## config.mk

```make
export PLATFORM = sky130hd
export DESIGN_NAME = cfg_snoop
export DESIGN_NICKNAME = d
export VERILOG_FILES = /design/src/rtl/cfgsnp_pkg.sv /design/src/rtl/cfgsnp_cycle_det.sv /design/src/rtl/cfgsnp_id_reg.sv /design/src/rtl/cfgsnp_cfg_out.sv /design/src/rtl/cfg_snoop.sv
export SDC_FILE = /design/constraint.sdc
export NUM_CORES = 1
export LEC_CHECK = 0
export ABC_AREA = 1
export BUFFER_PORTS_ARGS = -buffer_cell sky130_fd_sc_hd__buf_2
export CAP_MARGIN = 20
export CORE_MARGIN = 2
export CORE_UTILIZATION = 41
export DETAILED_ROUTE_END_ITERATION = 6
export PLACE_DENSITY = 0.78
export SYNTH_ARGS = -nofsm -noshare
export SYNTH_HDL_FRONTEND = slang
export SYNTH_SLANG_ARGS = --single-unit
export TNS_END_PERCENT = 5
```

## constraint.sdc

```tcl
create_clock -name clk -period 1.8 [get_ports clk]
set_input_delay 0.18 -clock clk [delete_from_list [all_inputs] [get_ports clk]]
set_output_delay 0.18 -clock clk [all_outputs]
set_load 0.01 [all_outputs]
```

## src/rtl/cfgsnp_pkg.sv

```systemverilog
package cfgsnp_pkg;
  localparam logic [3:0] CMD_CFG_WR = 4'b1011;

  typedef struct packed {
    logic shift_en;
    logic shift_bit;
    logic step_clk;
    logic step_dat;
  } snoop_fields_t;
endpackage

```

## src/rtl/cfgsnp_cycle_det.sv

```systemverilog
module cfgsnp_cycle_det
  import cfgsnp_pkg::*;
#(
  parameter int AD_W     = 32,
  parameter int DAT_POS  = 0,
  parameter int CLK_POS  = 1,
  parameter int SBIT_POS = 2,
  parameter int SEN_POS  = 3
) (
  input  logic            clk,
  input  logic            rst,
  input  logic            bus_frame_n,
  input  logic [3:0]      bus_cbe_n,
  input  logic [AD_W-1:0] bus_ad,
  output logic            wr_hit,
  output snoop_fields_t   fld
);
  logic frame_q;

  // previous frame level; inactive after reset
  always_ff @(posedge clk) begin
    if (rst) frame_q <= 1'b1;
    else     frame_q <= bus_frame_n;
  end

  always_comb begin
    wr_hit        = !bus_frame_n && frame_q && (bus_cbe_n == CMD_CFG_WR);
    fld.shift_en  = bus_ad[SEN_POS];
    fld.shift_bit = bus_ad[SBIT_POS];
    fld.step_clk  = bus_ad[CLK_POS];
    fld.step_dat  = bus_ad[DAT_POS];
  end
endmodule

```

## src/rtl/cfgsnp_id_reg.sv

```systemverilog
module cfgsnp_id_reg #(
  parameter int              SR_W   = 24,
  parameter int              ID_W   = 16,
  parameter logic [ID_W-1:0] EXP_ID = 16'hC3A5
) (
  input  logic clk,
  input  logic rst,
  input  logic shift_go,
  input  logic shift_bit,
  output logic id_match,
  output logic id_match_nxt
);
  logic [SR_W-1:0] sr_q, sr_nxt;

  generate
    if (SR_W > 1) begin : g_multi
      always_comb sr_nxt = shift_go ? {sr_q[SR_W-2:0], shift_bit} : sr_q;
    end else begin : g_single
      always_comb sr_nxt = shift_go ? shift_bit : sr_q;
    end
  endgenerate

  always_comb id_match_nxt = (sr_nxt[ID_W-1:0] == EXP_ID);

  always_ff @(posedge clk) begin
    if (rst) begin
      sr_q     <= '0;
      id_match <= 1'b0;
    end else begin
      sr_q     <= sr_nxt;
      id_match <= id_match_nxt;
    end
  end
endmodule

```

## src/rtl/cfgsnp_cfg_out.sv

```systemverilog
module cfgsnp_cfg_out
  import cfgsnp_pkg::*;
(
  input  logic          clk,
  input  logic          rst,
  input  logic          wr_hit,
  input  snoop_fields_t fld,
  input  logic          id_match,
  input  logic          id_match_nxt,
  output logic          cfg_clk,
  output logic          cfg_data
);
  always_ff @(posedge clk) begin
    if (rst) begin
      cfg_clk  <= 1'b0;
      cfg_data <= 1'b0;
    end else if (wr_hit) begin
      if (fld.shift_en) begin
        if (!id_match_nxt) cfg_clk <= 1'b0;
      end else if (id_match) begin
        cfg_clk  <= fld.step_clk;
        cfg_data <= fld.step_dat;
      end else begin
        cfg_clk <= 1'b0;
      end
    end
  end
endmodule

```

## src/rtl/cfg_snoop.sv

```systemverilog
module cfg_snoop
  import cfgsnp_pkg::*;
#(
  parameter int              AD_W     = 32,
  parameter int              SR_W     = 24,
  parameter int              ID_W     = 16,
  parameter logic [ID_W-1:0] EXP_ID   = 16'hC3A5,
  parameter int              DAT_POS  = 0,
  parameter int              CLK_POS  = 1,
  parameter int              SBIT_POS = 2,
  parameter int              SEN_POS  = 3
) (
  input  logic            clk,
  input  logic            rst,
  input  logic            bus_frame_n,
  input  logic [3:0]      bus_cbe_n,
  input  logic [AD_W-1:0] bus_ad,
  output logic            cfg_clk,
  output logic            cfg_data,
  output logic            id_match
);
  logic          wr_hit;
  snoop_fields_t fld;
  logic          id_match_nxt;
  logic          shift_go;

  cfgsnp_cycle_det #(
    .AD_W(AD_W), .DAT_POS(DAT_POS), .CLK_POS(CLK_POS),
    .SBIT_POS(SBIT_POS), .SEN_POS(SEN_POS)
  ) u_det (
    .clk(clk), .rst(rst), .bus_frame_n(bus_frame_n),
    .bus_cbe_n(bus_cbe_n), .bus_ad(bus_ad),
    .wr_hit(wr_hit), .fld(fld)
  );

  assign shift_go = wr_hit && fld.shift_en;

  cfgsnp_id_reg #(
    .SR_W(SR_W), .ID_W(ID_W), .EXP_ID(EXP_ID)
  ) u_id (
    .clk(clk), .rst(rst), .shift_go(shift_go), .shift_bit(fld.shift_bit),
    .id_match(id_match), .id_match_nxt(id_match_nxt)
  );

  cfgsnp_cfg_out u_out (
    .clk(clk), .rst(rst), .wr_hit(wr_hit), .fld(fld),
    .id_match(id_match), .id_match_nxt(id_match_nxt),
    .cfg_clk(cfg_clk), .cfg_data(cfg_data)
  );
endmodule

```

### After elaboration in Yosys (flattened, before gate mapping)

Index checks and enable logic that the tools add are counted.
W data, S select, Z words.

* equal/unequal tests: 3
* bitwise logic cells: 1
* reductions and logical operators: 6
* multiplexer cells: 4

Operator list (number)
* $eq A16 B16 Y1 const B: 1
* $mux W16: 1
* $eq A4 B4 Y1 const B: 1
* $logic_and A1 B1 Y1: 3
* $mux W1: 3
* $reduce_and A3 Y1: 1
* $ne A2 B2 Y1 const B: 1
* $reduce_and A2 Y1: 1
* $logic_not A1 Y1: 1
* $not A1 Y1: 1

* output and inout bits: 3
* register bits after elaboration: 20
* input bits: 39

### Depth between registers and ports, before layout

Gate-level depths: netlist of run 1.

* depth after elaboration: 8
* depth in mapped cells: 14

### Hierarchy

A second synthesis of run 1 with hierarchy kept.

* cells, all modules: 148
* area total of the unflattened synthesis: 991.0 um^2

By module, submodules not included
* cfgsnp_id_reg: cells each 117, area an instance 793.3 um^2, instances 1
* cfgsnp_cfg_out: cells each 15, area an instance 98.8 um^2, instances 1
* cfgsnp_cycle_det: cells each 14, area an instance 91.3 um^2, instances 1
* cfg_snoop: cells each 2, area an instance 7.5 um^2, instances 1

### Worst setup path after synthesis of run 1

OpenSTA, ideal clock, no wires.

* path kind: register to register
* start point: register u_det.frame_q
* end point: register u_out.cfg_clk
* cell stages (with the launch flop): 14
* arrival time: 1.362 ns
* required time: 1.733 ns
* path slack: 0.371 ns
* buffers on the path: 1
* library setup time: 0.067 ns
* path through: dfxtp_1 inv_1 nor2_4 nand3_4 buf_6 nand2_2 nand2_1 nor2_1 nand2_1 nor2_1 nand3_1 nand2_1 nand2_1 a21oi_2

* word-level cells in the longest chain between the ends: 7

RTL lines
* start, declared: RTL line cfgsnp_cycle_det.sv:18 `logic frame_q;`
* start signal, assigned: RTL line cfgsnp_cycle_det.sv:23 `else frame_q <= bus_frame_n;`
* $logic_and A1 B1 Y1 (*) (2 in a row): RTL line cfgsnp_cycle_det.sv:27 `wr_hit = !bus_frame_n && frame_q && (bus_cbe_n == CMD_CFG_WR);`
* $logic_and A1 B1 Y1: RTL line cfg_snoop.sv:36 `assign shift_go = wr_hit && fld.shift_en;`
* $mux W16: RTL line cfgsnp_id_reg.sv:17 `always_comb sr_nxt = shift_go ? {sr_q[SR_W-2:0], shift_bit} : sr_q;`
* $eq A16 B16 Y1: RTL line cfgsnp_id_reg.sv:23 `always_comb id_match_nxt = (sr_nxt[ID_W-1:0] == EXP_ID);`
* $ne A2 B2 Y1 (no source line)
* $reduce_and A2 Y1 (no source line) (*)
* end signal, assigned: RTL line cfgsnp_cfg_out.sv:21 `cfg_clk <= fld.step_clk;`
* end, declared: RTL line cfgsnp_cfg_out.sv:10 `output logic cfg_clk,`

Mark *: on every way between the ends. The rest lies on a longest branch, timed or not.
A chain may end at the register's enable or synchronous reset.

### Worst setup path in the final report of run 1

Ends and elaborated chain as after synthesis.

==> results.md, run 1 <==
- Outcome: finished, final reports clean
- Layout overhead on the synthesized area: 13.09%
- Crit-path max FO: 18
- CTS tree: done
- Endpoints failing hold: 0
- Cell variety after synth: 19
- Post-cts resize count: 0
- Initial DRC Count: 33
- Vias post-DR: 971
- Final HPWL DP: 1494 microns
- Asr flop ratio synth: 0%
- Top Ports: 42
- Critical path endpoint category: flip-flop
- Die ar.: 0.002859 sq mm
- Arrival @ worst endpoint: 1.86 ns
- N_diodes: 0
- Share of the synthesized area in the top cell type: 39.90%
- Max VDD drop: 542.1 uV
- Final setup TNS: 0 ns
- Critical Path Source Type: flip-flop
- Post-Syn Instances: 145
- CTS Hold Buffers Added: 0
- Cell taking the most area after synthesis: dfxtp_1
- Vias per cell: 5.220
- Least-Margin Pin Slew: 0.3565 ns
- Deepest clock path buffer count: 2
- Setup Skew: 0.003546 ns
- Grt ovf: 0
- Area contributors post-synth: dfxtp_1 40%, nand2_1 13%, nand4_1 9.4%
- Die height: 53.47 microns
- Nets: 198
- Fill cell count: 246
- Max Fclk: 0.6161 GHz
- Placed Area: 0.001087 sq mm
- Port Buf Inserts: 13
- Synth Register Bits: 20
- Post-synth EDFFs: 0
- Post-Route Utilization: 50.33%
- Cell with the most instances after synthesis: nand2_1
- # setup viols final: 0
- Vias in the first global route: 876
- Antenna Nets Post-Route: 0
- Skew-Pair Late Insertion Delay: 0.30 ns
- Crit-path most repeated cell: nand2_1
- Commonest cells post-synth: 36 x nand2_1, 22 x nor2_1, 20 x dfxtp_1, 20 x inv_1, 15 x nand4_1
- Drt drc: 0
- Max Cap Violations: 0
- Gpl congestion: 0.8465
- DRT Pass-1 Iters: 5
- Min Tclk post-route: 1.623 ns
- Tot GR Track Use: 16.91%
- Worst rel slew slack: 76.23%
- Global-route wire length before repair: 3567 microns
- Slowest CP cell: dfxtp_1
- Avg WL per Cell: 11.26 microns
- Crit-path cells: inv_1 -> nor2_4 -> nand3_4 -> nand2_2 -> nand2_1 -> nor2_1 -> nand2_1 -> nor2_1 -> nand3_1 -> nand2_1 -> nand2_1 -> a21oi_2
- CTS buffer count: 3
- Worst-path clk slew: 0.11 ns
- Site Rows: 17
- Layout cells sized above 1: 20.89%
- Worst path max stage delay: 0.32 ns
- Total power: 0.7655 mW
- Worst Hold Class: in2reg
- Most used DFF post-synth: dfxtp_1
- Reg2reg setup slack: 0.18 ns
- Final period utilization: 90.17%
- Register area share after synthesis: 39.90%
- Routed WL: 2095 microns
- Slew Limit Fails: 0
- Initial Util: 44.51%
- # H-tree levels: 1
- Mapped cell area: 0.001003 sq mm
- Setup Fix Bufs, Post-CTS: 0
- Lkg Pwr: 0.5052 nW
- Family with the most delay on the worst path: simple AND/OR/NAND/NOR gates
- Placeable Area: 0.002255 sq mm
- Pwr per Cell Area: 674.5 mW/mm^2
- RSZ-0062 raised after global routing: yes
- Sinks on Clock Net: 20
- CP required: 2.03 ns
- Die X: 53.47 microns
- Avg Cell Area, Syn: 6.920 sq um
- Mapped Nets: 184
- Worst Path Class, Setup: reg2reg
- Initial antenna violation count: 0
- Final Instance Area: 0.001135 sq mm
- Synth Warn #: 0
- WP buf/inv: 1
- Largest net degree at the start of global routing: 21
- Root Driver: clkbuf_4
[worst register-to-register path: cells and delay by family (launching register included)]
family	cells	cell delay, ns
AO/OA/AOI/OAI	1	0.12
buffers and inverters	1	0.06
flip-flops	1	0.32
AND/OR/NAND/NOR	10	1.05
[power by group]
part / switching (mW) / internal (mW) / leakage (nW)
registers: 0.000865 / 0.445 / 0.161
clock network: 0.134 / 0.123 / 0.0210
logic: 0.0414 / 0.0202 / 0.323
total: 0.177 / 0.589 / 0.505
[flip-flops by register name (all words and copies together), names as in the netlist]
name and cells:
u_id.sr_q 16, u_id.id_match 1, u_out.cfg_data 1, u_out.cfg_clk 1, u_det.frame_q 1
[stage by stage]
step / hold WS [ns] / worst slack (ns) / std cells
after CTS: 0.1129 / 0.1361 / 186
after floorplan: 0.2838 / 0.3706 / 145
after global placement: 0.4173 / 0.2142 / 182
final: 0.1165 / 0.1769 / 186
after global routing: 0.1182 / -0.009945 / 186
after detailed placement: 0.4300 / 0.1549 / 182
[cells in the final DEF, fill, tap and decap left out]
cell type and instances:
nor2_1 22, inv_1 20, nand2_2 7, buf_4 3
clkbuf_4 3, nor2_8 1, o21ai_0 1, buf_2 13
nand3_1 1, clkbuf_8 1, or2_2 1, a21oi_1 7
nor2_4 1, nor4_1 3, nand3_4 1, dfxtp_1 20
nand4_1 15, nand2_1 34, nor4_2 1, o21a_1 1
o21ai_1 1, a21oi_2 1
[metal layers]
layer  track usage, %  vias to the layer above  share of wire, %  routed length (microns)
met3            6.215                        6               8.1                      170
met5                0                        -                 0                        0
met4            2.991                        0              0.81                       17
met1            20.83                      430                43                      908
met2            28.19                       44                48                      999
li1                 -                      491                 -                        -
[layout make-up]
cell class | count | area, sq um | area share [%]
flip-flops and latches | 20 | 400.4 | 35.28
inverters | 20 | 75.07 | 6.615
clock buffers | 4 | 36.28 | 3.197
repair buffers | 16 | 87.58 | 7.718
multi-input cells | 98 | 500.5 | 44.10
well taps | 28 | 35.03 | 3.087
[path summary, 6_finish.rpt]
| kind | from | endpoint | cells after the start |
|---|---|---|---|
| max | u_det.frame_q | u_out.cfg_clk | 12 |
| min | bus_frame_n | u_det.frame_q | 2 |
| max reg2reg | u_det.frame_q | u_out.cfg_clk | 12 |
| min reg2reg | u_out.cfg_data | u_out.cfg_data | 1 |
[logic make-up after synthesis]
kind of cell           synth area share [%]
AND/OR/NAND/NOR                       42.64
flip-flops                            39.90
AO/OA/AOI/OAI                         6.110
buffers and inverters                 11.35
Note: power is estimated with default switching activity, not from simulation.
==> inputs of run 2 (changes only) <==
--- a/config.mk
+++ b/config.mk
@@ -11,6 +11,7 @@
 export CORE_MARGIN = 2
 export CORE_UTILIZATION = 41
 export DETAILED_ROUTE_END_ITERATION = 6
+export GPL_TIMING_DRIVEN = 0
 export PLACE_DENSITY = 0.78
 export SYNTH_ARGS = -nofsm -noshare
 export SYNTH_HDL_FRONTEND = slang
==> run 2 against run 1 <==
  * Combinational power rose by 10%
  * Clock-buffer cell count decreased by 1
  * Clock skew grew 0.0034 ns
  * Worst setup slack lost 0.050 ns
  * Clock power up 40%
  * Largest cell class unchanged
  * Critical endpoint unchanged
  * Largest power group unchanged
  * Design area rose by 3.6%
==> results.md, run 2 (synthesis results as in run 1) <==
- Outcome: finished, final reports clean
- Worst-path clk slew: 0.11 ns (about the same)
- CTS Hold Buffers Added: 0 (unchanged)
- Avg WL per Cell: 11.35 microns (+0.81%)
- Root Driver: clkbuf_4
- Die ar.: 0.002859 sq mm (unchanged)
- Layout cells sized above 1: 20.73% (-0.15 points)
- Deepest clock path buffer count: 2 (unchanged)
- Critical Path Source Type: flip-flop
- Final HPWL DP: 1576 microns (+5.5%)
- Launch point of the critical path: u_det.frame_q
- Sinks on Clock Net: 20 (unchanged)
- Min Tclk post-route: 1.673 ns (+0.04999 ns)
- Global-route wire length before repair: 3525 microns (-1.2%)
- Initial DRC Count: 26 (-21%)
- Vias per cell: 5.078 (-2.7%)
- Setup Skew: 0.006940 ns (+0.003394 ns)
- CTS tree: done
- DRT Pass-1 Iters: 4 (-1)
- Setup Fix Bufs, Post-CTS: 0 (unchanged)
- Number of flip-flops in the largest register: 16 (unchanged)
- Vias in the first global route: 827 (-5.6%)
- Endpoints failing hold: 0 (unchanged)
- Non-filler cells, final: 192 (+3.2%)
- Antenna Nets Post-Route: 0 (unchanged)
- Layout overhead on the synthesized area: 17.21%
- Final period utilization: 92.95% (+2.8 points)
- Biggest register: u_id.sr_q
- Final setup TNS: 0 ns (unchanged)
- Max Cap Violations: 0 (unchanged)
- Initial Util: 44.51% (unchanged)
- Tot GR Track Use: 17.09% (+0.18 points)
- Final worst slack: 0.1269 ns (-0.04999 ns)
- Least-Margin Pin Slew: 0.4653 ns (+0.1088 ns)
- Skew-Pair Late Insertion Delay: 0.30 ns (about the same)
- Hold_sp: bus_frame_n
- Most common cell after layout, fill and taps aside: nand2_1
- Worst rel slew slack: 68.98% (-7.3 points)
- Hold slack: 0.1145 ns (-0.002035 ns)
- Site Rows: 17 (unchanged)
- # H-tree levels: 1 (unchanged)
- Port Buf Inserts: 11 (-2)
- Die X: 53.47 microns (unchanged)
- Worst reg2reg path startpoint: u_det.frame_q
- Largest net degree at the start of global routing: 13 (-38%)
- Arrival @ worst endpoint: 1.86 ns (about the same)
- Worst Hold Class: in2reg
- Top Ports: 42 (unchanged)
- Vias post-DR: 975 (+0.41%)
- Critical path endpoint category: flip-flop
- # setup viols final: 0 (unchanged)
- Pre-CTS setup slack: 0.1258 ns (-0.02916 ns)
- Lkg Pwr: 0.5350 nW (+5.9%)
- Pwr per Cell Area: 743.2 mW/mm^2 (+10%)
- Nets: 204 (+3.0%)
- CP required: 1.99 ns (-0.04 ns)
- Initial antenna violation count: 0 (unchanged)
- Most frequent cells in the layout: 36 x nand2_1, 22 x nor2_1, 20 x inv_1, 20 x dfxtp_1
- Post-Route Utilization: 52.16% (+1.8 points)
- Slew Limit Fails: 0 (unchanged)
- Placed cells: 184 (+1.1%)
- Gpl congestion: 0.8497 (+0.38%)
- Die height: 53.47 microns (unchanged)
- Drt drc: 0 (unchanged)
- Grt ovf: 0 (unchanged)
- Routed WL: 2180 microns (+4.1%)
- Max Fclk: 0.5977 GHz (-3.0%)
- Crit-path max FO: 10 (-8)
- Post-cts resize count: 0 (unchanged)
- Worst Path Class, Setup: reg2reg
- Max VDD drop: 553.5 uV (+2.1%)
- Placeable Area: 0.002255 sq mm (unchanged)
- CTS buffer count: 3 (unchanged)
- N_diodes: 0 (unchanged)
run 2: worst paths after layout:
kind                     to  cells after the start  slack [ns]
max           u_out.cfg_clk                     13        0.13
min           u_det.frame_q                      2        0.11
max reg2reg   u_out.cfg_clk                     13        0.13
min reg2reg  u_out.cfg_data                      1        0.49
run 2: worst max-delay path, cell delays in order (launching register included):
cell and delay (ns):
dfxtp_1 0.32, inv_1 0.05, nor2_4 0.17, buf_4 0.15
buf_2 0.21, nand4_1 0.16, nand2_1 0.12, nor2_1 0.05
nand2_1 0.05, nor2_1 0.04, nand3_1 0.08, nand2_1 0.05
nand2_1 0.07, a21oi_2 0.05
run 2: cell type report:
type                       count  area, sq um
fill                         241         1079
multi-input combinational     98        489.2
sequential                    20        400.4
timing repair buffer          15        85.08
inverter                      20        75.07
buffer                         7        38.79
tap                           28        35.03
clock inverter                 1        30.03
clock buffer                   3        22.52
run 2: per-stage QoR:
stage	power (mW)	instance area, sq um
6_report	0.8741	1176
5_1_grt	0.9086	1176
4_1_cts	0.8760	1146
3_5_place_dp	0.5157	1094
3_3_place_gp	0.5149	1094
2_1_floorplan	0.4958	1003
run 2: metal layers:
layer	up-vias	routed length, microns	track usage (%)
li1	499	-	-
met1	439	962	22.55
met2	37	1041	27.78
met3	0	176	5.932
met4	0	0	1.282
met5	-	0	0
run 2: power breakdown:
group,switching [mW],internal [mW]
clock network,0.135,0.225
registers,0.000920,0.445
logic,0.0425,0.0253
total,0.178,0.696
==> inputs of run 3 (changes only) <==
--- a/config.mk
+++ b/config.mk
@@ -8,11 +8,13 @@
 export ABC_AREA = 1
 export BUFFER_PORTS_ARGS = -buffer_cell sky130_fd_sc_hd__buf_2
 export CAP_MARGIN = 20
+export CELL_PAD_IN_SITES_DETAIL_PLACEMENT = 1
+export CELL_PAD_IN_SITES_GLOBAL_PLACEMENT = 1
 export CORE_MARGIN = 2
-export CORE_UTILIZATION = 41
+export CORE_UTILIZATION = 31
 export DETAILED_ROUTE_END_ITERATION = 6
 export GPL_TIMING_DRIVEN = 0
-export PLACE_DENSITY = 0.78
+export PLACE_DENSITY = 0.84
 export SYNTH_ARGS = -nofsm -noshare
 export SYNTH_HDL_FRONTEND = slang
 export SYNTH_SLANG_ARGS = --single-unit
==> run 3 against run 2 <==
  * Via count grew 4.3%
  * Total power is 16% lower
  * Fmax up 2.3%
  * Cell count increased by 7.8%
  * Non-clock buffer count decreased by 1
  * Clock power fell by 41%
  * Largest cell class unchanged
  * Largest power group unchanged
==> results.md, run 3 (synthesis results as in run 1) <==
- Endpoints failing hold: 0 (unchanged)
- RSZ-0062 raised after global routing: no
- Layout cells sized above 1: 22.70% (+2.0 points)
- Min Tclk post-route: 1.635 ns (-0.03775 ns)
- Worst rel slew slack: 62.04% (-6.9 points)
- Skew-Pair Late Insertion Delay: 0.30 ns (about the same)
- Final setup TNS: 0 ns (unchanged)
- Layout overhead on the synthesized area: 18.95%
- Net Sw Frac: 25.02% (+4.6 points)
- Grt ovf: 0 (unchanged)
- N_diodes: 0 (unchanged)
- Sequential share of power: 61.1% (+10 points)
- DRT Pass-1 Iters: 4 (unchanged)
- Net Switching: 0.1829 mW (+2.6%)
- Worst-path clk slew: 0.10 ns (about the same)
- Initial DRC Count: 15 (-42%)
- Critical Path Source Type: flip-flop
- Clock Power Share: 29.0% (-12 points)
- Max Cap Violations: 0 (unchanged)
- Placeable Area: 0.003078 sq mm (+37%)
- Worst path max stage delay: 0.32 ns (about the same)
- Die ar.: 0.003708 sq mm (+30%)
- Gpl congestion: 0.8015 (-5.7%)
- Slew Limit Fails: 0 (unchanged)
- Drt drc: 0 (unchanged)
- CTS tree: done
- Critical path endpoint category: flip-flop
- Max VDD drop: 340.3 uV (-39%)
- Crit-path most repeated cell: nand2_1
- Least-Margin Pin Slew: 0.5695 ns (+0.1042 ns)
- Worst Hold Class: in2reg
- Worst Path Class, Setup: reg2reg
- # H-tree levels: 1 (unchanged)
- Logic pwr share: 9.9% (+2.1 points)
- Initial antenna violation count: 0 (unchanged)
- Number of flip-flops in the largest register: 16 (unchanged)
- Int Pwr: 0.5480 mW (-21%)
- Arrival @ worst endpoint: 1.88 ns (+0.02 ns)
- Most common cell after layout, fill and taps aside: nand2_1
- Final HPWL DP: 1990 microns (+26%)
- Final period utilization: 90.85% (-2.1 points)
- Die height: 60.90 microns (+14%)
- Largest net degree at the start of global routing: 11 (-2)
- Most frequent cells in the layout: 34 x nand2_1, 22 x nor2_1, 20 x inv_1, 20 x dfxtp_1
- Nets: 204 (unchanged)
- Die X: 60.90 microns (+14%)
- Pwr per Cell Area: 612.3 mW/mm^2 (-18%)
- Vias per cell: 4.913 (-3.3%)
- Lkg Pwr: 0.5174 nW (-3.3%)
- Crit-path max FO: 10 (unchanged)
- Routed WL: 2665 microns (+22%)
- Biggest register: u_id.sr_q
- CTS buffer count: 3 (unchanged)
- CP required: 2.04 ns (+0.05 ns)
- Global-route wire length before repair: 4554 microns (+29%)
- Site Rows: 20 (+3)
- Slowest CP cell: dfxtp_1
- Vias in the first global route: 1009 (+22%)
- Crit-path cells: inv_1 -> nor2_4 -> nand3_4 -> buf_6 -> nand2_1 -> nand2_1 -> nor2_1 -> nand2_1 -> nor2_1 -> nand3_1 -> nand2_1 -> nand2_1 -> a21oi_2
- Antenna Nets Post-Route: 0 (unchanged)
- Max Fclk: 0.6115 GHz (+2.3%)
- Avg WL per Cell: 12.87 microns (+13%)
- Vias post-DR: 1017 (+4.3%)
- Worst r2r path cells: 13 (unchanged)
- Port Buf Inserts: 11 (unchanged)
- Outcome: finished, final reports clean
- Deepest clock path buffer count: 2 (unchanged)
- Setup Skew: 0.005373 ns (-0.001567 ns)
- Final worst slack: 0.1646 ns (+0.03775 ns)
- Hold depth: 2 (unchanged)
- Root Driver: clkbuf_4
- Initial Util: 32.60% (-12 points)
- # setup viols final: 0 (unchanged)
- Tot GR Track Use: 16.41% (-0.68 points)
- Pre-CTS setup slack: 0.09055 ns (-0.03522 ns)
- Top Ports: 42 (unchanged)
- Sinks on Clock Net: 20 (unchanged)
run 3: layer usage:
layer  wire length, microns  vias up  global-route usage [%]
met2                   1316       20                   28.26
met3                    102        7                   2.132
met4                     40        0                   5.590
li1                       -      501                       -
met5                      0        -                       0
met1                   1206      489                   21.09
run 3: metrics by stage:
| stage | hold WS [ns] | utilization (%) | power, mW | instances | area (sq um) |
|---|---|---|---|---|---|
| floorplan | 0.2838 | - | 0.4958 | 145 | 1003 |
| global placement | 0.4209 | 36.18 | 0.5166 | 200 | 1114 |
| detailed placement | 0.4250 | 36.18 | 0.5185 | 200 | 1114 |
| CTS | 0.1134 | 36.91 | 0.7269 | 203 | 1136 |
| global route | 0.1104 | 38.78 | 0.7670 | 207 | 1194 |
| finish | 0.1135 | 38.78 | 0.7309 | 207 | 1194 |
run 3: cell type report:
class | instances | area, sq um
fill | 415 | 1884
inverter | 20 | 75.07
tap | 44 | 55.05
clock buffer | 3 | 22.52
sequential | 20 | 400.4
buffer | 7 | 38.79
multi-input combinational | 99 | 524.3
timing repair buffer | 14 | 77.57
run 3: path summary, 6_finish.rpt:
| kind | from | endpoint | slack [ns] |
|---|---|---|---|
| worst min-delay path | bus_frame_n | u_det.frame_q | 0.11 |
| worst min register to register | u_out.cfg_data | u_out.cfg_data | 0.48 |
| worst max register to register | u_det.frame_q | u_out.cfg_clk | 0.16 |
| worst max-delay path | u_det.frame_q | u_out.cfg_clk | 0.16 |
run 3: repair_timing:
action / CTS / global route
buffers inserted: 0 / 3
setup endpoints to repair: 0 / 2
hold buffers: 0 / 0
gates resized for setup: 0 / 5
run 3: power groups by stage:
| stage | combinational, mW | sequential, mW | clock (mW) |
|---|---|---|---|
| floorplan | 0.0395 | 0.456 | 0 |
| global placement | 0.0603 | 0.456 | 0 |
| detailed placement | 0.0619 | 0.457 | 0 |
| CTS | 0.0622 | 0.446 | 0.218 |
| global route | 0.0794 | 0.447 | 0.241 |
| finish | 0.0723 | 0.446 | 0.212 |
run 3: critical path, delay by kind of cell (launching register included):
kind,cells,cell delay [ns]
buffers and inverters,2,0.23
AOI/OAI and AO/OA,1,0.10
DFF,1,0.32
and+or+nand+nor,10,0.93
